`config.mk`:
```
export PLATFORM = sky130hd
export DESIGN_NAME = bar64_guard
export DESIGN_NICKNAME = d
export VERILOG_FILES = /design/src/rtl/bar64_pkg.sv /design/src/rtl/bar_slot_decode.sv /design/src/rtl/bar_half_tracker.sv /design/src/rtl/bar_window.sv /design/src/rtl/bar64_guard.sv
export SDC_FILE = /design/constraint.sdc
export NUM_CORES = 1
export LEC_CHECK = 0
export BUFFER_PORTS_ARGS = -buffer_cell sky130_fd_sc_hd__buf_2
export CAP_MARGIN = 20
export CORE_MARGIN = 4
export CORE_UTILIZATION = 30
export CTS_BUF_LIST = sky130_fd_sc_hd__clkbuf_8
export DETAILED_ROUTE_END_ITERATION = 8
export PLACE_DENSITY = 0.68
export SYNTH_ARGS = -nofsm -noshare
export SYNTH_HDL_FRONTEND = slang
export SYNTH_SLANG_ARGS = --single-unit
```
`constraint.sdc`:
```
create_clock -name clk -period 5.8 [get_ports clk]
set_clock_uncertainty 0.2 [all_clocks]
set_input_delay 1.16 -clock clk [delete_from_list [all_inputs] [get_ports clk]]
set_output_delay 1.16 -clock clk [all_outputs]
set_load 0.005 [all_outputs]
```
`src/rtl/bar64_pkg.sv`:
```
package bar64_pkg;

    typedef enum logic [1:0] {
        HS_SETTLED    = 2'd0,
        HS_SIZING     = 2'd1,
        HS_ADDRESSING = 2'd2
    } half_state_e;

    typedef struct packed {
        logic is_lo;
        logic is_hi;
    } slot_sel_t;

    localparam int BAR_AREA_FIRST_DW = 4;
    localparam int BAR_AREA_DWORDS   = 6;

    function automatic logic [63:0] size_mask(input int log2);
        return (64'd1 << log2) - 64'd1;
    endfunction

    function automatic half_state_e classify(input logic [31:0] data);
        return (&data) ? HS_SIZING : HS_ADDRESSING;
    endfunction

endpackage

```
`src/rtl/bar_slot_decode.sv`:
```
module bar_slot_decode
    import bar64_pkg::*;
#(
    parameter int DW_W = 6,
    parameter int SLOT = 0
) (
    input  logic [DW_W-1:0] dw,
    output slot_sel_t       sel
);
    localparam int LO_DW = BAR_AREA_FIRST_DW + SLOT;
    localparam int HI_DW = LO_DW + 1;

    always_comb begin
        sel.is_lo = (dw == DW_W'(LO_DW));
        sel.is_hi = (dw == DW_W'(HI_DW));
    end
endmodule

```
`src/rtl/bar_half_tracker.sv`:
```
module bar_half_tracker
    import bar64_pkg::*;
(
    input  logic        clk,
    input  logic        rst,
    input  logic        wr_lo,
    input  logic        wr_hi,
    input  logic [31:0] wdata,
    output half_state_e st_lo,
    output half_state_e st_hi,
    output logic        commit
);
    half_state_e nxt_lo, nxt_hi;

    always_comb begin
        nxt_lo = wr_lo ? classify(wdata) : st_lo;
        nxt_hi = wr_hi ? classify(wdata) : st_hi;
        commit = (wr_lo || wr_hi) && (nxt_lo == nxt_hi);
    end

    always_ff @(posedge clk) begin
        if (rst) begin
            st_lo <= HS_SETTLED;
            st_hi <= HS_SETTLED;
        end else if (commit) begin
            st_lo <= HS_SETTLED;
            st_hi <= HS_SETTLED;
        end else begin
            st_lo <= nxt_lo;
            st_hi <= nxt_hi;
        end
    end
endmodule

```
`src/rtl/bar_window.sv`:
```
module bar_window
    import bar64_pkg::*;
#(
    parameter int SIZE_LOG2 = 25
) (
    input  logic        clk,
    input  logic        rst,
    input  logic        commit,
    input  logic [63:0] new_base,
    input  logic        mem_en,
    input  logic [63:0] addr,
    output logic        valid,
    output logic [63:0] base,
    output logic        hit
);
    localparam logic [63:0] KEEP = ~size_mask(SIZE_LOG2);

    always_ff @(posedge clk) begin
        if (rst) begin
            valid <= 1'b0;
            base  <= '0;
        end else if (commit) begin
            valid <= 1'b1;
            base  <= new_base & KEEP;
        end
    end

    always_comb hit = mem_en && valid && ((addr & KEEP) == base);
endmodule

```
`src/rtl/bar64_guard.sv`:
```
module bar64_guard
    import bar64_pkg::*;
#(
    parameter int   DW_W      = 6,
    parameter int   SLOT      = 0,
    parameter int   SIZE_LOG2 = 25,
    parameter logic PREFETCH  = 1'b1
) (
    input  logic            clk,
    input  logic            rst,
    input  logic            cfg_wr,
    input  logic [DW_W-1:0] cfg_dw,
    input  logic [31:0]     cfg_wdata,
    output logic [31:0]     cfg_rdata,
    input  logic            mem_en,
    input  logic [63:0]     txn_addr,
    output logic            txn_hit,
    output logic            win_valid,
    output logic [63:0]     win_base
);
    localparam logic [63:0] WMASK   = ~size_mask(SIZE_LOG2) & ~64'hF;
    localparam logic [3:0]  RO_BITS = {PREFETCH, 2'b10, 1'b0};

    slot_sel_t   sel;
    logic        wr_lo, wr_hi, commit;
    logic [63:0] bar_q, bar_d;
    half_state_e st_lo, st_hi;

    bar_slot_decode #(.DW_W(DW_W), .SLOT(SLOT)) u_dec (
        .dw  (cfg_dw),
        .sel (sel)
    );

    always_comb begin
        wr_lo = cfg_wr && sel.is_lo;
        wr_hi = cfg_wr && sel.is_hi;
        bar_d = bar_q;
        if (wr_lo) bar_d[31:0]  = cfg_wdata & WMASK[31:0];
        if (wr_hi) bar_d[63:32] = cfg_wdata & WMASK[63:32];
    end

    always_ff @(posedge clk) begin
        if (rst) bar_q <= '0;
        else     bar_q <= bar_d;
    end

    bar_half_tracker u_trk (
        .clk    (clk),
        .rst    (rst),
        .wr_lo  (wr_lo),
        .wr_hi  (wr_hi),
        .wdata  (cfg_wdata),
        .st_lo  (st_lo),
        .st_hi  (st_hi),
        .commit (commit)
    );

    bar_window #(.SIZE_LOG2(SIZE_LOG2)) u_win (
        .clk      (clk),
        .rst      (rst),
        .commit   (commit),
        .new_base (bar_d),
        .mem_en   (mem_en),
        .addr     (txn_addr),
        .valid    (win_valid),
        .base     (win_base),
        .hit      (txn_hit)
    );

    always_comb begin
        if (sel.is_lo)      cfg_rdata = bar_q[31:0] | {28'd0, RO_BITS};
        else if (sel.is_hi) cfg_rdata = bar_q[63:32];
        else                cfg_rdata = '0;
    end
endmodule

```
==> flow_summary.ini, run 1 <==
[synth]
ys_seq_area_share_pct = 38.7
synthXorXnorAreaFrac_pct = 7.96
synth-async-reset-ratio_pct = 0
yosys_most_used_dff = dfxtp_1
synth-simple-area-share_pct = 19.5
synthMuxAreaShare_pct = 24.4
yosys.area_share.adder_pct = 0
synth.avg_cell_area_um2 = 10.1
yosysWarningCount = 0
synth.cell_area_mm2 = 0.00429
synth_edf_count = 0
ys_seq_elements = 83
synth_top_family_by_area = multiplexers
synth_compound_area_share_pct = 1.14
syn_inst = 424
synth_cell_types = 31

[place]
dpl.hpwl_um = 9110
place.gp.congestion = 0.772
portBuffers = 153
place_area_mm2 = 0.00505

[worst_hold_path]
min_to = u_win.valid
worstHoldPathCells = 2
hold_path_class = reg2reg
holdCritStartpoint = u_win.valid

[clocking]
clock_sinks = 83
clk_latency_ns = 0.37
cts_root_buf = clkbuf_8
ctsHtreeMaxLevel = 3
hold_buffers = 0
clkSlewWorstSetupHoldPaths_ns = 0.09
cts_inserted_buffers = 9
clock_path_buffers = 2
cts_setup_buffers = 0
cts_tree = yes
cts_resized = 0

[critical_path]
crit_family = simple AND/OR/NAND/NOR gates
critPathMaxFanout = 25
path_class = in2out
crit_arrival_ns = 2.75
crit_path_end_kind = output pin
r2r-end = u_win.base[25]
r2r_start = u_trk.st_hi[0]
rrSetupSlack_ns = 3.61
worstSetupStartpoint = cfg_dw[1]
path_common_cell = buf_2
reg2regPathDepth = 5
cp.required_ns = 4.44
slowest_stage = and2_1
max_stage_delay_ns = 0.83
path_cells = buf_2 -> nor3b_2 -> and2_1 -> and3_1 -> buf_2
crit_buf_inv = 2
worstSetupStartpointType = primary input

[cells_and_area]
design_area_mm2 = 0.00527
post_route_cells_drive_above_1_share_pct = 37.5
antenna_cells = 0
fill_cells = 1446
nets = 669
area.growth.synth_to_final_pct = 22.8

[pwr]
pwr_density_cell_mw_per_mm2 = 211
total_power_w = 0.00111
internal_power_w = 0.000844
clockPowerShare_pct = 41.7
max-vdd-ir-drop_v = 0.000112
netSwitchingPower_w = 0.000267
pwr-share-seq_pct = 51.4
switching_share_pct = 24.1
p_leak_nw = 2.91
share_comb_of_total_power_pct = 6.9

[run_status]
status = complete, no violations

[drt]
drtIter0Drc = 104
ant_nets = 0
vias = 3338
drc = 0
wl_per_cell_um = 16.3
vias_per_cell = 4.46
wirelength_um = 12200
dr.pass1.iters = 4

[sta]
fmax_mhz = 243
worstMarginPinSlew_ns = 0.991
fin_crit_ns = 4.11
relSlewSlack_pct = 33.9
whs_ns = 0.271
rsz0062_at_grt = no
post-route-period-util_pct = 70.8
setup_viol = 0
hold_viol_final = 0
timing.setup.tns_ns = 0
slew_violations = 0

[global_routing]
antenna_found_initial = 0
grt_max_degree = 49
grt_pass1_wl_um = 18100
grt_overflow = 0
grt_pass1_vias = 3309
grtUsageTotal_pct = 14.6

[floorplanning]
coreArea_mm2 = 0.0139
fp.dieH_um = 128
die_area_mm2 = 0.0163
placementRows = 43
ios = 204
start_util_pct = 30.8
die_x_um = 128

[run]
drv_cap = 0
-- power by group through the flow --
| stage | sequential [W] | clock [W] | combinational (W) |
|---|---|---|---|
| floorplan | 0.000584 | 0 | 0.0000445 |
| global placement | 0.000584 | 0 | 0.0000775 |
| detailed placement | 0.000584 | 0 | 0.0000774 |
| CTS | 0.000571 | 0.000483 | 0.0000778 |
| global route | 0.000571 | 0.000501 | 0.0000854 |
| finish | 0.000571 | 0.000463 | 0.0000771 |
-- worst reg2reg max path: stages, from the launching register on --
cell and delay [ns]:
dfxtp_1 0.36, nor2_1 0.05, a32o_1 0.24, nand3_1 0.08, mux2_4 0.71, mux2_2 0.46
-- synth_stat cells (2+ instances only) --
master,count,area (um^2)
inv_1,5,18.8
xor2_1,34,298
nor4_1,9,56.3
buf_6,5,56.3
nor2_1,50,188
and3_1,23,144
buf_2,7,35.0
mux2i_1,46,460
xnor2_1,5,43.8
clkbuf_1,12,45.0
nor2b_1,40,250
buf_1,2,7.51
mux2_4,36,541
mux2_2,4,45.0
and3b_1,2,17.5
o21ai_0,3,15.0
dfxtp_1,83,1660
buf_4,25,188
nand4_1,13,81.3
a21oi_1,3,15.0
nand3_1,3,15.0
nand2_1,4,15.0
nor4_2,2,25.0
-- metrics by stage --
stage / cells / setup slack [ns] / util (%)
3_5_place_dp: 732 / 1.72 / 36.3
6_report: 748 / 1.69 / 37.8
2_1_floorplan: 448 / 2.41 / -
5_1_grt: 748 / 1.54 / 37.8
3_3_place_gp: 732 / 1.70 / 36.3
4_1_cts: 748 / 1.72 / 37.8
-- registers in the layout, indices dropped and copies added (netlist names) --
name / flops
bar_q: 39
u_win.base: 39
u_trk.st_hi: 2
u_trk.st_lo: 2
u_win.valid: 1
-- metal layers --
| metal | wire [um] | GRT usage, % | share of wire [%] | up-vias |
|---|---|---|---|---|
| met5 | 0 | 0 | 0 | - |
| met4 | 133 | 4.12 | 1.1 | 0 |
| met3 | 880 | 4.26 | 7.2 | 12 |
| met2 | 5660 | 23.8 | 47 | 121 |
| met1 | 5490 | 19.0 | 45 | 1537 |
| li1 | - | - | - | 1668 |
-- worst max path at each step --
stage,endpoint,depth (start not counted),slack (ns)
2_1_floorplan,cfg_rdata[10],5,2.41
3_3_place_gp,cfg_rdata[21],5,1.70
3_5_place_dp,cfg_rdata[21],5,1.72
4_1_cts,cfg_rdata[21],5,1.72
5_1_grt,cfg_rdata[7],5,1.54
6_report,cfg_rdata[19],5,1.69
-- area by class of cell --
class                   count  area (um^2)  area share [%]
clock buffers               9          124            2.35
repair buffers            155          781            14.8
inverters                   5         18.8           0.356
well taps                 180          225            4.27
clock inverters             7         91.3            1.73
multi-input cells         309         2370            44.9
flip-flops and latches     83         1660            31.5
-- placed cells by master, fill, tap and decap left out, drive strengths merged, types with 2 or more instances in the layout --
cell / instances
buf: 155
dfxtp: 83
nor2: 50
mux2i: 46
nor2b: 40
mux2: 40
xor2: 34
conb: 25
and3: 23
nand4: 13
nor4: 11
clkbuf: 9
inv: 8
xnor2: 5
nand2: 4
a21oi: 3
nand3: 3
o21ai: 3
and3b: 2
bufinv: 2
clkinv: 2
nor3b: 2
-- kinds of logic (layout without fill, tap and decap cells) --
logic type / count (synthesis) / in the layout
multiplexers: 86 / 86
other: 1 / 25
buffers and inverters: 56 / 176
AO/OA/AOI/OAI: 8 / 8
flip-flops: 83 / 83
XOR/XNOR: 39 / 39
AND/OR/NAND/NOR: 151 / 151
Power figures use the tool's default switching activity.
==> run 2, diff against run 1 <==
- PLACE_DENSITY: 0.68 -> 0.7
- clock period: 5.8 -> 3.4 ns (I/O delays scaled with it)
==> flow_summary.ini, run 2 (same netlist as run 1, synthesis figures left out) <==
[critical_path]
crit_buf_inv = 3
max_stage_delay_ns = 0.48
rrSetupSlack_ns = 1.40
r2r_start = u_trk.st_hi[0]
crit_arrival_ns = 2.07
r2r-end = u_win.base[42]
path_class = in2out
slowest_stage = nor4_1
worstSetupStartpointType = primary input
crit_family = simple AND/OR/NAND/NOR gates
crit_path_end_kind = output pin
cp.required_ns = 2.52
path_cells = buf_2 -> xor2_1 -> nor4_1 -> buf_4 -> nand4_1 -> nor4_1 -> buf_2
critPathMaxFanout = 1
critical_path_depth = 7
reg2regPathDepth = 6

[sta]
post-route-period-util_pct = 86.9
hold_viol_final = 0
fmax_mhz = 338
rsz0062_at_grt = no
slew_violations = 0
timing.setup.tns_ns = 0
worstMarginPinSlew_ns = 0.560
relSlewSlack_pct = 62.6
fin_crit_ns = 2.95
setup_viol = 0

[pwr]
p_leak_nw = 2.98
total_power_w = 0.00200
max-vdd-ir-drop_v = 0.000197
pwr_density_cell_mw_per_mm2 = 370

[cells_and_area]
antenna_cells = 0
final_common_cell = buf_2
post_route_cells_drive_above_1_share_pct = 38.6
final_cell_mix = 153 x buf_2, 83 x dfxtp_1, 50 x nor2_1
largestRegisters = bar_q x39, u_win.base x39
nets = 679
area.growth.synth_to_final_pct = 25.9
fin_util_pct = 38.8

[clocking]
hold_buffers = 0
cts_root_buf = clkbuf_8
clock_path_buffers = 2
cts_resized = 0
clock_sinks = 83
clk_latency_ns = 0.37
cts_inserted_buffers = 9
cts_tree = yes
clkSlewWorstSetupHoldPaths_ns = 0.09
cts_setup_buffers = 0
ctsHtreeMaxLevel = 3

[place]
portBuffers = 153
place.gp.congestion = 0.804
dpl.hpwl_um = 9500

[floorplanning]
die_x_um = 128
die_area_mm2 = 0.0163
ios = 204
coreArea_mm2 = 0.0139
start_util_pct = 30.8
fp.dieH_um = 128
placementRows = 43

[global_routing]
grtUsageTotal_pct = 14.9
grt_pass1_vias = 3354
antenna_found_initial = 0
grt_pass1_wl_um = 18400
grt_overflow = 0
grt_max_degree = 58

[run]
drv_cap = 0

[drt]
vias_per_cell = 4.47
wirelength_um = 12300
wl_per_cell_um = 16.2
dr.pass1.iters = 5
drtIter0Drc = 125
drc = 0
ant_nets = 0
vias = 3386

[run_status]
status = complete, no violations

[worst_hold_path]
hold_path_class = reg2reg
min_to = u_win.valid
holdCritStartpoint = u_win.valid
worstHoldPathCells = 2
[run 2: worst max path at each step]
stage	slack, ns	start	to
3_3_place_gp	0.38	cfg_wdata[3]	u_win.base[42]
2_1_floorplan	0.97	cfg_dw[1]	cfg_rdata[10]
6_report	0.45	txn_addr[35]	txn_hit
4_1_cts	0.44	txn_addr[43]	txn_hit
3_5_place_dp	0.39	cfg_wdata[3]	u_win.base[42]
5_1_grt	0.35	u_win.base[37]	txn_hit
[run 2: area by class of cell]
type                    instances  area (um^2)
clock inverters                 5          110
flip-flops and latches         83         1660
fillers                      1430         8530
multi-input cells             309         2370
well taps                     180          225
repair buffers                165          881
inverters                       5         18.8
clock buffers                  10          138
[run 2: per-layer routing]
layer | share of wire, % | wire (um) | track usage [%] | vias to the layer above
li1 | - | - | - | 1681
met1 | 45 | 5480 | 19.2 | 1567
met2 | 47 | 5770 | 24.4 | 125
met3 | 7.1 | 866 | 4.43 | 13
met5 | 0 | 0 | 0 | -
met4 | 1.3 | 162 | 4.18 | 0
[run 2: where the power goes]
| part | internal, W | switching [W] |
|---|---|---|
| Combinational | 0.0000565 | 0.0000790 |
| Sequential | 0.000973 | 0.000000955 |
| Clock | 0.000510 | 0.000377 |
| Total | 0.00154 | 0.000457 |
[run 2: metrics by stage]
stage                     instances  hold slack [ns]  worst slack, ns  area (um^2)
after floorplan                 448            0.255            0.968         4380
after global placement          742            0.251            0.377         5150
after detailed placement        742            0.260            0.395         5150
after CTS                       757            0.275            0.438         5400
after global routing            757            0.287            0.346         5400
final                           757            0.273            0.446         5400
[run 2: worst min-delay path, stage by stage (launching register included)]
cell and delay [ns]:
dfxtp_1 0.33, inv_1 0.05, a21oi_1 0.05
==> run 3, diff against run 2 <==
- GPL_TIMING_DRIVEN: not set -> 0
- PLACE_DENSITY: 0.7 -> 0.68
- clock period: 3.4 -> 2.8 ns (I/O delays scaled with it)
==> flow_summary.ini, run 3 (same netlist as run 1, synthesis figures left out) <==
[run_status]
status = complete, no violations

[worst_hold_path]
hold_path_class = reg2reg

[cells_and_area]
antenna_cells = 0
largestRegisters = bar_q x39, u_win.base x39
area.growth.synth_to_final_pct = 30.6
nets = 717
final_common_cell = buf_2
final_cell_mix = 159 x buf_2, 83 x dfxtp_1, 50 x nor2_1
fill_cells = 1460
design_area_mm2 = 0.00560
post_route_cells_drive_above_1_share_pct = 41.0

[critical_path]
cp.required_ns = 2.04
slowest_stage = nor4_1
path_cells = xor2_1 -> nor4_1 -> nand4_1 -> nor4_1 -> buf_2
rrSetupSlack_ns = 0.78
crit_arrival_ns = 1.90
max_stage_delay_ns = 0.50
worstSetupStartpointType = register
path_class = reg2out
path_common_cell = nor4_1
crit_path_end_kind = output pin
critPathMaxFanout = 3

[place]
dpl.hpwl_um = 10600
dp_slack_ns = -0.00763
place_area_mm2 = 0.00537
portBuffers = 152
place.gp.congestion = 0.804

[floorplanning]
die_x_um = 128
placementRows = 43
die_area_mm2 = 0.0163
fp.dieH_um = 128
ios = 204
start_util_pct = 30.8
coreArea_mm2 = 0.0139

[sta]
slew_violations = 0
fin_crit_ns = 2.66
rsz0062_at_grt = no
post-route-period-util_pct = 95.0
setup_viol = 0
worstMarginPinSlew_ns = 0.647
hold_viol_final = 0
relSlewSlack_pct = 56.9
fmax_mhz = 376
setup_ws_ns = 0.139

[drt]
ant_nets = 0
dr.pass1.iters = 4
wl_per_cell_um = 16.9
vias_per_cell = 4.49
drtIter0Drc = 138
wirelength_um = 13400
vias = 3566
drc = 0

[clocking]
clock_path_buffers = 2
clk_latency_ns = 0.35
clkSlewWorstSetupHoldPaths_ns = 0.09
ctsHtreeMaxLevel = 3
cts_tree = yes
clock_sinks = 83
cts_root_buf = clkbuf_8
cts_inserted_buffers = 9

[pwr]
p_leak_nw = 3.10
total_power_w = 0.00233
max-vdd-ir-drop_v = 0.000206
pwr_density_cell_mw_per_mm2 = 417

[global_routing]
grtUsageTotal_pct = 15.9
grt_max_degree = 15
antenna_found_initial = 1
grt_pass1_vias = 3555
grt_pass1_wl_um = 19500
grt_overflow = 0

[run]
drv_cap = 0
## run 3: changes by cell type in the layout (fill, tap and decap cells not counted), sizes merged
cell | previous run | this run
buf | 165 | 191
clkbuf | 10 | 21
clkinv | 1 | 2
bufinv | 3 | 2
clkinvlp | 0 | 1
## run 3: worst paths after layout
path / startpoint / cells after the start / end
max: u_win.base[62] / 5 / txn_hit
min: u_win.valid / 2 / u_win.valid
max reg2reg: u_trk.st_hi[0] / 7 / u_win.base[39]
min reg2reg: u_win.valid / 2 / u_win.valid
## run 3: layout make-up
cell class | count | area (um^2) | area share [%]
clock inverters | 6 | 90.1 | 1.61
inverters | 5 | 18.8 | 0.335
multi-input cells | 309 | 2390 | 42.6
flip-flops and latches | 83 | 1660 | 29.7
well taps | 180 | 225 | 4.02
clock buffers | 9 | 124 | 2.21
plain buffers | 51 | 334 | 5.97
repair buffers | 152 | 761 | 13.6
## run 3: per-stage QoR
| stage | hold slack [ns] | cells | TNS [ns] | util [%] |
|---|---|---|---|---|
| after floorplan | 0.255 | 448 | 0 | - |
| after global placement | 0.259 | 780 | -0.000793 | 38.5 |
| after detailed placement | 0.263 | 780 | -0.00763 | 38.5 |
| after CTS | 0.274 | 795 | 0 | 40.1 |
| after global routing | 0.316 | 795 | 0 | 40.2 |
| final | 0.271 | 795 | 0 | 40.2 |
## run 3: power by group
group          total (W)  internal, W  switching, W
logic           0.000198    0.0000897      0.000108
clock network   0.000954     0.000501      0.000453
registers        0.00118      0.00118    0.00000120
total            0.00233      0.00177      0.000562
## run 3: critical path: cells and delay by family, from the launching register on
kind                      cells  cell delay (ns)
and+or+nand+nor               3             0.82
DFF                           1             0.36
xor gates and xnor gates      1             0.18
buffers and inverters         1             0.17
## run 3: what timing repair did
item / 4_1_cts / 5_1_grt
hold buffers: 0 / 0
cloned: 0 / 0
hold endpoints to repair: 0 / 0
setup buffers: 0 / 0
pin swaps: 0 / 0
resized for setup: 2 / 5
setup endpoints to repair: 1 / 19
## run 3: routing by layer
| layer | vias to the layer above | global-route usage, % | routed length (um) |
|---|---|---|---|
| met5 | - | 0 | 12 |
| met4 | 2 | 3.31 | 92 |
| met3 | 10 | 4.52 | 1040 |
| met2 | 132 | 27.3 | 6490 |
| met1 | 1668 | 19.9 | 5790 |
| li1 | 1754 | - | - |
